$ cat src/rtl/xret_pkg.sv
// Shared definitions for the exception return frame unwinder.
// Assumes byte addressing and big-endian words on the read port.
package xret_pkg;
    localparam int SKIP_W = 6;   // wide enough for the largest frame skip (52)

    typedef enum logic [2:0] {
        ST_IDLE,
        ST_SR,
        ST_PC,
        ST_FMT,
        ST_DONE
    } xret_state_e;
endpackage

$ cat src/rtl/xret_fmt_decode.sv
// Frame format decoder: maps the format nibble to the number of extra
// bytes to skip, flags the throwaway (chain) format and unknown codes.
// Purely combinational; assumes the nibble is valid only when the
// sequencer is in its format-read state.
module xret_fmt_decode
    import xret_pkg::*;
(
    input  logic [3:0]        fmt_i,
    output logic [SKIP_W-1:0] skip_o,
    output logic              chain_o,
    output logic              bad_o
);
    // Decode the format code into skip length and class.
    always_comb begin
        skip_o  = '0;
        chain_o = 1'b0;
        bad_o   = 1'b0;
        case (fmt_i)
            4'd0:       skip_o = SKIP_W'(0);
            4'd1:       chain_o = 1'b1;
            4'd2, 4'd3: skip_o = SKIP_W'(4);
            4'd4:       skip_o = SKIP_W'(8);
            4'd7:       skip_o = SKIP_W'(52);
            default:    bad_o = 1'b1;
        endcase
    end
endmodule

$ cat src/rtl/xret_seq.sv
// Unwind sequencer: walks the stacked frame with 16/32-bit reads,
// holds each request until acknowledged, and loads the result
// registers. Assumes one outstanding read and a one-cycle acknowledge.
module xret_seq
    import xret_pkg::*;
#(
    parameter int AW = 32
) (
    input  logic              clk,
    input  logic              rst_n,
    input  logic              start_i,
    input  logic              extended_i,
    input  logic [AW-1:0]     sp_i,
    input  logic              rd_ack_i,
    input  logic [31:0]       rd_data_i,
    input  logic [SKIP_W-1:0] skip_i,
    input  logic              chain_i,
    input  logic              bad_i,
    output logic              rd16_req_o,
    output logic              rd32_req_o,
    output logic [AW-1:0]     rd_addr_o,
    output logic              busy_o,
    output logic              done_o,
    output logic              err_o,
    output logic [15:0]       sr_o,
    output logic [31:0]       pc_o,
    output logic [AW-1:0]     sp_o
);
    xret_state_e   state;
    logic [AW-1:0] ptr;
    logic [15:0]   sr_q;
    logic [31:0]   pc_q;
    logic          ext_q;

    // Advance the frame walk and load results on each acknowledge.
    always_ff @(posedge clk) begin
        if (!rst_n) begin
            state <= ST_IDLE;
            ptr   <= '0;
            sr_q  <= '0;
            pc_q  <= '0;
            ext_q <= 1'b0;
            err_o <= 1'b0;
            sr_o  <= '0;
            pc_o  <= '0;
            sp_o  <= '0;
        end else begin
            case (state)
                ST_IDLE: begin
                    if (start_i) begin
                        ptr   <= sp_i;
                        ext_q <= extended_i;
                        state <= ST_SR;
                    end
                end
                ST_SR: begin
                    if (rd_ack_i) begin
                        sr_q  <= rd_data_i[15:0];
                        ptr   <= ptr + AW'(2);
                        state <= ST_PC;
                    end
                end
                ST_PC: begin
                    if (rd_ack_i) begin
                        pc_q <= rd_data_i;
                        ptr  <= ptr + AW'(4);
                        if (ext_q) begin
                            state <= ST_FMT;
                        end else begin
                            sr_o  <= sr_q;
                            pc_o  <= rd_data_i;
                            sp_o  <= ptr + AW'(4);
                            err_o <= 1'b0;
                            state <= ST_DONE;
                        end
                    end
                end
                ST_FMT: begin
                    if (rd_ack_i) begin
                        sr_o <= sr_q;
                        if (chain_i) begin
                            sp_o  <= ptr + AW'(2);
                            ptr   <= ptr + AW'(2);
                            state <= ST_SR;
                        end else begin
                            pc_o  <= pc_q;
                            sp_o  <= ptr + AW'(2) + AW'(skip_i);
                            err_o <= bad_i;
                            state <= ST_DONE;
                        end
                    end
                end
                default: state <= ST_IDLE;
            endcase
        end
    end

    // Drive the read port and status strobes from the state.
    always_comb begin
        rd16_req_o = (state == ST_SR) || (state == ST_FMT);
        rd32_req_o = (state == ST_PC);
        rd_addr_o  = ptr;
        busy_o     = (state != ST_IDLE);
        done_o     = (state == ST_DONE);
    end
endmodule

$ cat src/rtl/xret_unwinder.sv
// Exception return frame unwinder top: joins the sequencer to the
// format decoder. The decoder looks at the upper nibble of the read
// data, which holds the format code when a format word is returned.
module xret_unwinder
    import xret_pkg::*;
#(
    parameter int AW = 32
) (
    input  logic          clk,
    input  logic          rst_n,
    input  logic          start_i,
    input  logic          extended_i,
    input  logic [AW-1:0] sp_i,
    output logic          rd16_req_o,
    output logic          rd32_req_o,
    output logic [AW-1:0] rd_addr_o,
    input  logic          rd_ack_i,
    input  logic [31:0]   rd_data_i,
    output logic          busy_o,
    output logic          done_o,
    output logic          err_o,
    output logic [15:0]   sr_o,
    output logic [31:0]   pc_o,
    output logic [AW-1:0] sp_o
);
    logic [SKIP_W-1:0] skip;
    logic              chain;
    logic              bad;

    xret_fmt_decode u_dec (
        .fmt_i   (rd_data_i[15:12]),
        .skip_o  (skip),
        .chain_o (chain),
        .bad_o   (bad)
    );

    xret_seq #(.AW(AW)) u_seq (
        .clk        (clk),
        .rst_n      (rst_n),
        .start_i    (start_i),
        .extended_i (extended_i),
        .sp_i       (sp_i),
        .rd_ack_i   (rd_ack_i),
        .rd_data_i  (rd_data_i),
        .skip_i     (skip),
        .chain_i    (chain),
        .bad_i      (bad),
        .rd16_req_o (rd16_req_o),
        .rd32_req_o (rd32_req_o),
        .rd_addr_o  (rd_addr_o),
        .busy_o     (busy_o),
        .done_o     (done_o),
        .err_o      (err_o),
        .sr_o       (sr_o),
        .pc_o       (pc_o),
        .sp_o       (sp_o)
    );
endmodule

$ cat config.mk
export PLATFORM = sky130hd
export DESIGN_NAME = xret_unwinder
export DESIGN_NICKNAME = d
export VERILOG_FILES = /design/src/rtl/xret_pkg.sv /design/src/rtl/xret_fmt_decode.sv /design/src/rtl/xret_seq.sv /design/src/rtl/xret_unwinder.sv
export SDC_FILE = /design/constraint.sdc
export NUM_CORES = 1
export LEC_CHECK = 0
export ABC_AREA = 0
export BUFFER_PORTS_ARGS = -buffer_cell sky130_fd_sc_hd__buf_2
export CAP_MARGIN = 40
export CORE_ASPECT_RATIO = 1.25
export CORE_UTILIZATION = 56
export DETAILED_ROUTE_END_ITERATION = 8
export GPL_ROUTABILITY_DRIVEN = 0
export PLACE_DENSITY = 0.81
export SKIP_LAST_GASP = 1
export SLEW_MARGIN = 10
export SYNTH_ARGS = -nofsm -noshare
export SYNTH_HDL_FRONTEND = slang
export SYNTH_HIERARCHICAL = 1
export SYNTH_SLANG_ARGS = --single-unit
$ cat constraint.sdc
create_clock -name clk -period 3.65 [get_ports clk]
set_input_delay 0.73 -clock clk [delete_from_list [all_inputs] [get_ports clk]]
set_output_delay 0.73 -clock clk [all_outputs]
set_load 0.1 [all_outputs]
==> impl_metrics.py, run 1 <==
metrics = {
    "final_layout": {
        "drive_gt1_share_pct": 22.1,
        "fillCellCount": 1344,
        "syn_to_final_growth_pct": 20.4,
        "finalInstanceArea_um2": 11000,
        "num_antenna_cells": 0,
        "fin_nets": 1452,
    },
    "grt": {
        "grtUsageMet3_pct": 7.41,
        "grt_use_met1_pct": 42.1,
        "use_met2_pct": 57.0,
        "busiest_layer": "met2",
        "grt_pass1_wl_um": 45500,
        "grt_overflow": 0,
        "grt_max_degree": 87,
        "grt_pass1_vias": 9056,
        "antenna_found_initial": 0,
        "grtUsageTotal_pct": 34.9,
    },
    "floorplan": {
        "core_area_um2": 15800,
        "rows": 51,
        "start_util_pct": 57.9,
        "io_pins": 186,
        "fp.dieArea_um2": 16800,
        "die_w_um": 116,
        "die_y_um": 145,
    },
    "detailed_routing": {
        "via_per_inst": 6.20,
        "route.detailed.drc": 0,
        "drt_iter0_drc": 1060,
        "first_pass_iters": 7,
        "ant_nets": 0,
        "wl_per_cell_um": 18.4,
        "drt-total-wl_um": 29400,
        "vias": 9918,
    },
    "worst_setup_path": {
        "worstPathArrival_ns": 3.83,
        "crit_path_max_incr_delay_ns": 0.57,
        "path_cells": "ha_1 > nand3_1 > or4_1 > or3_1 > a222oi_1 > nand2_1 > or4_1 > mux2i_1 > o21ai_1",
        "path_max_fanout": 8,
        "path_class": "flop to flop",
        "cp_slowest_cell": "or4_1",
        "cp.required_ns": 3.95,
        "endpoint_kind": "flop",
        "critPathLaunchType": "flop",
        "path_common_cell": "or4_1",
        "ff2ff_path_depth": 9,
    },
    "timing": {
        "rsz0062_at_grt": "no",
        "hold_violations": 0,
        "fin_tns_setup_ns": 0,
        "relSlewSlack_pct": 45.5,
        "min_period_ns": 3.53,
        "fmax_mhz": 283,
        "setup_violations": 0,
        "worst_slack_ns": 0.121,
        "worst_pin_slew_ns": 0.816,
        "slew_viol_final": 0,
        "fin_skew_ns": 0.00970,
        "period_share_pct": 96.7,
    },
    "cts": {
        "clk_pin_slew_ns": 0.07,
        "cts_tree": "built",
        "cts_root_buf": "clkbuf_16",
        "cts_sinks": 165,
        "h-tree-depth": 4,
        "postCtsSetupBuffers": 0,
        "insertion_delay_ns": 0.43,
        "cts_buffers": 17,
        "cts-resized-gates": 0,
        "holdBufCountCts": 0,
        "cts_buffer_depth": 2,
    },
    "power_and_ir_drop": {
        "powerDensity_nw_per_um2": 540,
        "p_total_uw": 5930,
        "p_sw_uw": 2530,
        "power_frac_comb_pct": 32.7,
        "vdd_drop_max_uv": 364,
        "swShare_pct": 42.6,
        "p_seq_share_pct": 36.0,
        "pwr-share-clk_pct": 31.4,
        "leakage_uw": 0.00434,
        "p_int_uw": 3400,
    },
    "logic_synthesis": {
        "synth_common_cells": "nand2_1 (271), dfxtp_1 (165), a21oi_1 (124), nor2_1 (108), clkbuf_1 (82)",
        "synthTopCellsByArea": "dfxtp_1 (36%), nand2_1 (11%), a21oi_1 (6.8%)",
        "postSynthCellCount": 1227,
        "async_reset_ff_share_pct": 0,
        "synth_top_area_cell": "dfxtp_1",
        "yosysMostFrequentCell": "nand2_1",
        "ys_seq_area_share_pct": 36.2,
        "synth_top_area_share_pct": 36.2,
        "syn-cell-area_um2": 9130,
        "yosys_most_used_dff": "dfxtp_1",
        "ys_ff_latch": 165,
        "syn_area_per_cell_um2": 7.44,
        "synth_warnings": 6,
        "yosysUniqueCellTypes": 73,
        "synth_edf_count": 0,
    },
    "placed_design": {
        "numPortBuffers": 185,
        "place_area_um2": 10400,
        "hpwl_um": 20600,
        "dpl_worst_slack_ns": 0.190,
    },
    "worst_hold_path": {
        "min_path_type": "flop to flop",
        "min_delay_path_depth": 2,
    },
    "flow_run": {
        "cap_violations": 0,
    },
    "run_status": {
        "status": "complete, no violations",
    },
}
state kept, by name, indices dropped and copies added (netlist names):
name	count
u_seq/pc_o	32
u_seq/pc_q	32
u_seq/rd_addr_o	32
u_seq/sp_o	32
u_seq/sr_o	16
u_seq/sr_q	16
u_seq/state	3
u_seq/err_o	1
u_seq/ext_q	1
per-layer routing:
| layer | routed length (µm) | share of wire (%) | vias up |
|---|---|---|---|
| li1 | - | - | 4630 |
| met1 | 11400 | 39 | 4532 |
| met5 | 0 | 0 | - |
| met2 | 13900 | 47 | 609 |
| met4 | 1530 | 5.2 | 0 |
| met3 | 2550 | 8.7 | 147 |
worst max-delay path: cells and delay by family (launching register included):
kind / cells / cell delay, ns
multiplexers: 1 / 0.16
adder cells (fa/ha/maj): 1 / 0.30
AO/OA/AOI/OAI: 2 / 0.59
AND/OR/NAND/NOR: 5 / 1.95
flip-flops: 1 / 0.39
power groups by stage:
stage / Sequential (µW) / Combinational [µW] / Clock, µW
3_3_place_gp: 2160 / 1880 / 0
6_report: 2130 / 1940 / 1860
2_1_floorplan: 2780 / 840 / 0
5_1_grt: 2150 / 2030 / 1960
3_5_place_dp: 2170 / 1900 / 0
4_1_cts: 2130 / 1910 / 1880
through the flow:
stage | hold WS, ns | cells | utilization [%]
6_report | 0.451 | 1599 | 69.7
5_1_grt | 0.461 | 1599 | 69.7
3_5_place_dp | 0.443 | 1567 | 65.7
3_3_place_gp | 0.436 | 1567 | 65.7
4_1_cts | 0.452 | 1599 | 69.7
2_1_floorplan | 0.432 | 1228 | -
worst paths after layout:
path | startpoint | endpoint | slack, ns
setup / recovery | u_seq/rd_addr_o[3] | u_seq/sp_o[26] | 0.12
hold / removal | u_seq/sp_o[6] | u_seq/sp_o[6] | 0.45
setup reg to reg | u_seq/rd_addr_o[3] | u_seq/sp_o[26] | 0.12
hold reg to reg | u_seq/sp_o[6] | u_seq/sp_o[6] | 0.45
cells in the final DEF, fill, tap and decap left out, types with 7 or more instances in the layout:
| cell type | n |
|---|---|
| a211oi_1 | 16 |
| a21oi_1 | 123 |
| a221oi_1 | 11 |
| a22oi_1 | 13 |
| a311oi_1 | 35 |
| and3_1 | 11 |
| buf_2 | 185 |
| buf_4 | 44 |
| clkbuf_16 | 17 |
| dfxtp_1 | 148 |
| dfxtp_2 | 14 |
| ha_1 | 8 |
| inv_1 | 18 |
| nand2_1 | 270 |
| nand3_1 | 31 |
| nand4_1 | 12 |
| nor2_1 | 107 |
| nor3_1 | 18 |
| o211ai_1 | 10 |
| o21ai_0 | 61 |
| o221ai_1 | 7 |
| or3_1 | 10 |
| xnor2_1 | 48 |
| xor2_1 | 30 |
final cells by class:
class	count	area [µm²]	share of cell area, %
inverter	19	73.8	0.672
sequential	165	3330	30.3
clock inverter	14	181	1.65
clock buffer	18	439	4.00
multi-input combinational	939	5380	49.0
tap	212	265	2.41
timing repair buffer	232	1320	12.0
cell families (layout without fill, tap and decap cells):
family / Yosys count / in the layout / synth area share (%)
mux: 7 / 7 / 0.781
xor+xnor: 78 / 78 / 7.48
other cells: 1 / 2 / 0.0411
fa+ha+maj: 10 / 10 / 1.43
buf+inv: 124 / 283 / 5.58
compound gates: 328 / 328 / 23.0
simple gates: 514 / 514 / 25.5
flops: 165 / 165 / 36.2
No activity file was read; power rests on OpenSTA's default activity.
==> run 2: changes to the inputs <==
- CTS_CLUSTER_SIZE: unset -> 20
- REMOVE_ABC_BUFFERS: unset -> 1
==> impl_metrics.py, run 2 (same netlist as run 1, synthesis figures left out) <==
metrics = {
    "placed_design": {
        "dp.cells": 1578,
        "numPortBuffers": 185,
        "hpwl_um": 20600,
        "place_area_um2": 10400,
        "dpl_worst_slack_ns": 0.105,
    },
    "detailed_routing": {
        "drt_iter0_drc": 1190,
        "wl_per_cell_um": 18.5,
        "met2_wirelength_um": 14200,
        "routed-wl-met3_um": 2850,
        "first_pass_iters": 9,
        "drt-total-wl_um": 29800,
        "via_per_inst": 6.15,
        "m1WireLength_um": 11300,
        "vias": 9915,
        "ant_nets": 0,
        "top_layer_used": "met4",
        "route.detailed.drc": 0,
    },
    "worst_setup_path": {
        "crit_buf_inv": 1,
        "path_class": "flop to flop",
        "worstPathArrival_ns": 3.85,
        "r2r-start": "u_seq/rd_addr_o[2]",
        "cp_slowest_cell": "or4_1",
        "crit_path_max_incr_delay_ns": 0.56,
        "r2r_end": "u_seq/sp_o[26]",
        "critPathTopFamily": "simple AND/OR/NAND/NOR gates",
        "path_common_cell": "or4_1",
        "critPathLaunchType": "flop",
        "rrSetupSlack_ns": 0.11,
        "endpoint_kind": "flop",
        "cp.required_ns": 3.96,
        "ff2ff_path_depth": 10,
        "path_cells": "ha_1 > nand3_1 > or4_1 > or3_1 > a222oi_1 > buf_4 > nand2_1 > or4_1 > mux2i_1 > o21ai_1",
        "path_max_fanout": 7,
    },
    "final_layout": {
        "fillCellCount": 1316,
        "final_cells": 1611,
        "multi_input_area_um2": 5370,
        "seqCellArea_um2": 3300,
        "drive_gt1_share_pct": 21.5,
        "final_common_cell": "nand2_1",
        "final_util_pct": 70.1,
        "final_cell_mix": "nand2_1 (270), buf_2 (185), dfxtp_1 (165), a21oi_1 (123), nor2_1 (107)",
        "num_antenna_cells": 0,
        "syn_to_final_growth_pct": 21.1,
        "fin_nets": 1464,
        "finalInstanceArea_um2": 11100,
    },
    "flow_run": {
        "cap_violations": 0,
    },
    "cts": {
        "cts_tree": "built",
        "cts_buffer_depth": 2,
        "holdBufCountCts": 0,
        "postCtsSetupBuffers": 0,
        "h-tree-depth": 4,
        "cts_root_buf": "clkbuf_16",
        "cts_sinks": 165,
        "clk_pin_slew_ns": 0.08,
        "cts-resized-gates": 0,
        "cts_buffers": 17,
        "insertion_delay_ns": 0.43,
    },
    "timing": {
        "rsz0062_at_grt": "no",
        "min_period_ns": 3.54,
        "hold_violations": 0,
        "slew_viol_final": 0,
        "fin_tns_setup_ns": 0,
        "worst_pin_slew_ns": 0.806,
        "fmax_mhz": 283,
        "worst_slack_ns": 0.115,
        "period_share_pct": 96.9,
        "relSlewSlack_pct": 46.2,
        "setup_violations": 0,
        "fin_skew_ns": 0.0114,
    },
    "floorplan": {
        "die_w_um": 116,
        "fp.dieArea_um2": 16800,
        "io_pins": 186,
        "core_area_um2": 15800,
        "rows": 51,
        "start_util_pct": 57.9,
        "die_y_um": 145,
    },
    "worst_hold_path": {
        "min_to": "u_seq/sr_o[5]",
        "min_path_type": "flop to flop",
        "min_delay_path_depth": 2,
        "hp-start": "u_seq/sr_q[5]",
    },
    "power_and_ir_drop": {
        "powerDensity_nw_per_um2": 540,
        "swShare_pct": 42.7,
        "leakage_uw": 0.00440,
        "pwr-share-clk_pct": 31.6,
        "vdd_drop_max_uv": 371,
        "p_int_uw": 3420,
        "p_seq_share_pct": 35.3,
        "p_sw_uw": 2550,
        "power_frac_comb_pct": 33.1,
    },
    "grt": {
        "grt_max_degree": 104,
        "grtUsageTotal_pct": 35.8,
        "antenna_found_initial": 0,
        "grt_overflow": 0,
        "grt_pass1_vias": 9123,
        "grt_pass1_wl_um": 46500,
    },
    "run_status": {
        "status": "complete, no violations",
    },
}
run 2: changes by cell type in the layout (fill, tap and decap cells not counted):
| cell | delta |
|---|---|
| dfxtp_4 | -3 |
| dfxtp_2 | -14 |
| clkinvlp_4 | +1 |
| inv_12 | +1 |
| inv_8 | +1 |
| clkinv_8 | +1 |
| o41ai_2 | -1 |
| inv_6 | -3 |
| buf_4 | +12 |
| clkbuf_8 | -1 |
| dfxtp_1 | +17 |
| o41ai_1 | +1 |
run 2: cell type report:
type	instances	share of cell area, %
multi-input cells	939	48.6
flip-flops and latches	165	29.9
well taps	212	2.40
repair buffers	244	12.7
inverters	19	0.668
clock buffers	17	3.85
clock inverters	15	1.87
run 2: worst reg2reg max path, cell delays in order, from the launching register on:
cell and delay [ns]:
dfxtp_1 0.45, ha_1 0.35, nand3_1 0.20, or4_1 0.57
or3_1 0.38, a222oi_1 0.34, buf_4 0.20, nand2_1 0.10
or4_1 0.56, mux2i_1 0.18, o21ai_1 0.09
run 2: how the worst max path moves through the flow:
stage	from	to	slack (ns)	cells after the start
after CTS	u_seq/rd_addr_o[2]	u_seq/sp_o[26]	0.03	9
after global routing	u_seq/rd_addr_o[2]	u_seq/sp_o[24]	0.002	11
after global placement	u_seq/rd_addr_o[2]	u_seq/sp_o[26]	0.24	9
after floorplan	rd_data_i[15]	u_seq/rd_addr_o[2]	-2.84	6
after detailed placement	u_seq/rd_addr_o[2]	u_seq/sp_o[26]	0.11	9
final	u_seq/rd_addr_o[2]	u_seq/sp_o[26]	0.11	10
run 2: routing by layer:
layer	up-vias	global-route usage, %
met4	0	20.1
met5	-	0
met2	656	60.5
met3	141	7.29
li1	4636	-
met1	4482	41.9
run 2: stage by stage:
step / hold slack [ns] / power (µW)
3_5_place_dp: 0.442 / 4070
3_3_place_gp: 0.436 / 4050
4_1_cts: 0.450 / 5950
5_1_grt: 0.461 / 6180
6_report: 0.448 / 5970
2_1_floorplan: 0.432 / 3550
run 2: power by group through the flow:
stage               sequential, µW  clock [µW]  combinational (µW)
CTS                           2100        1910                1950
finish                        2110        1880                1980
global route                  2120        1980                2080
detailed placement            2140           0                1940
floorplan                     2850           0                 693
global placement              2130           0                1920
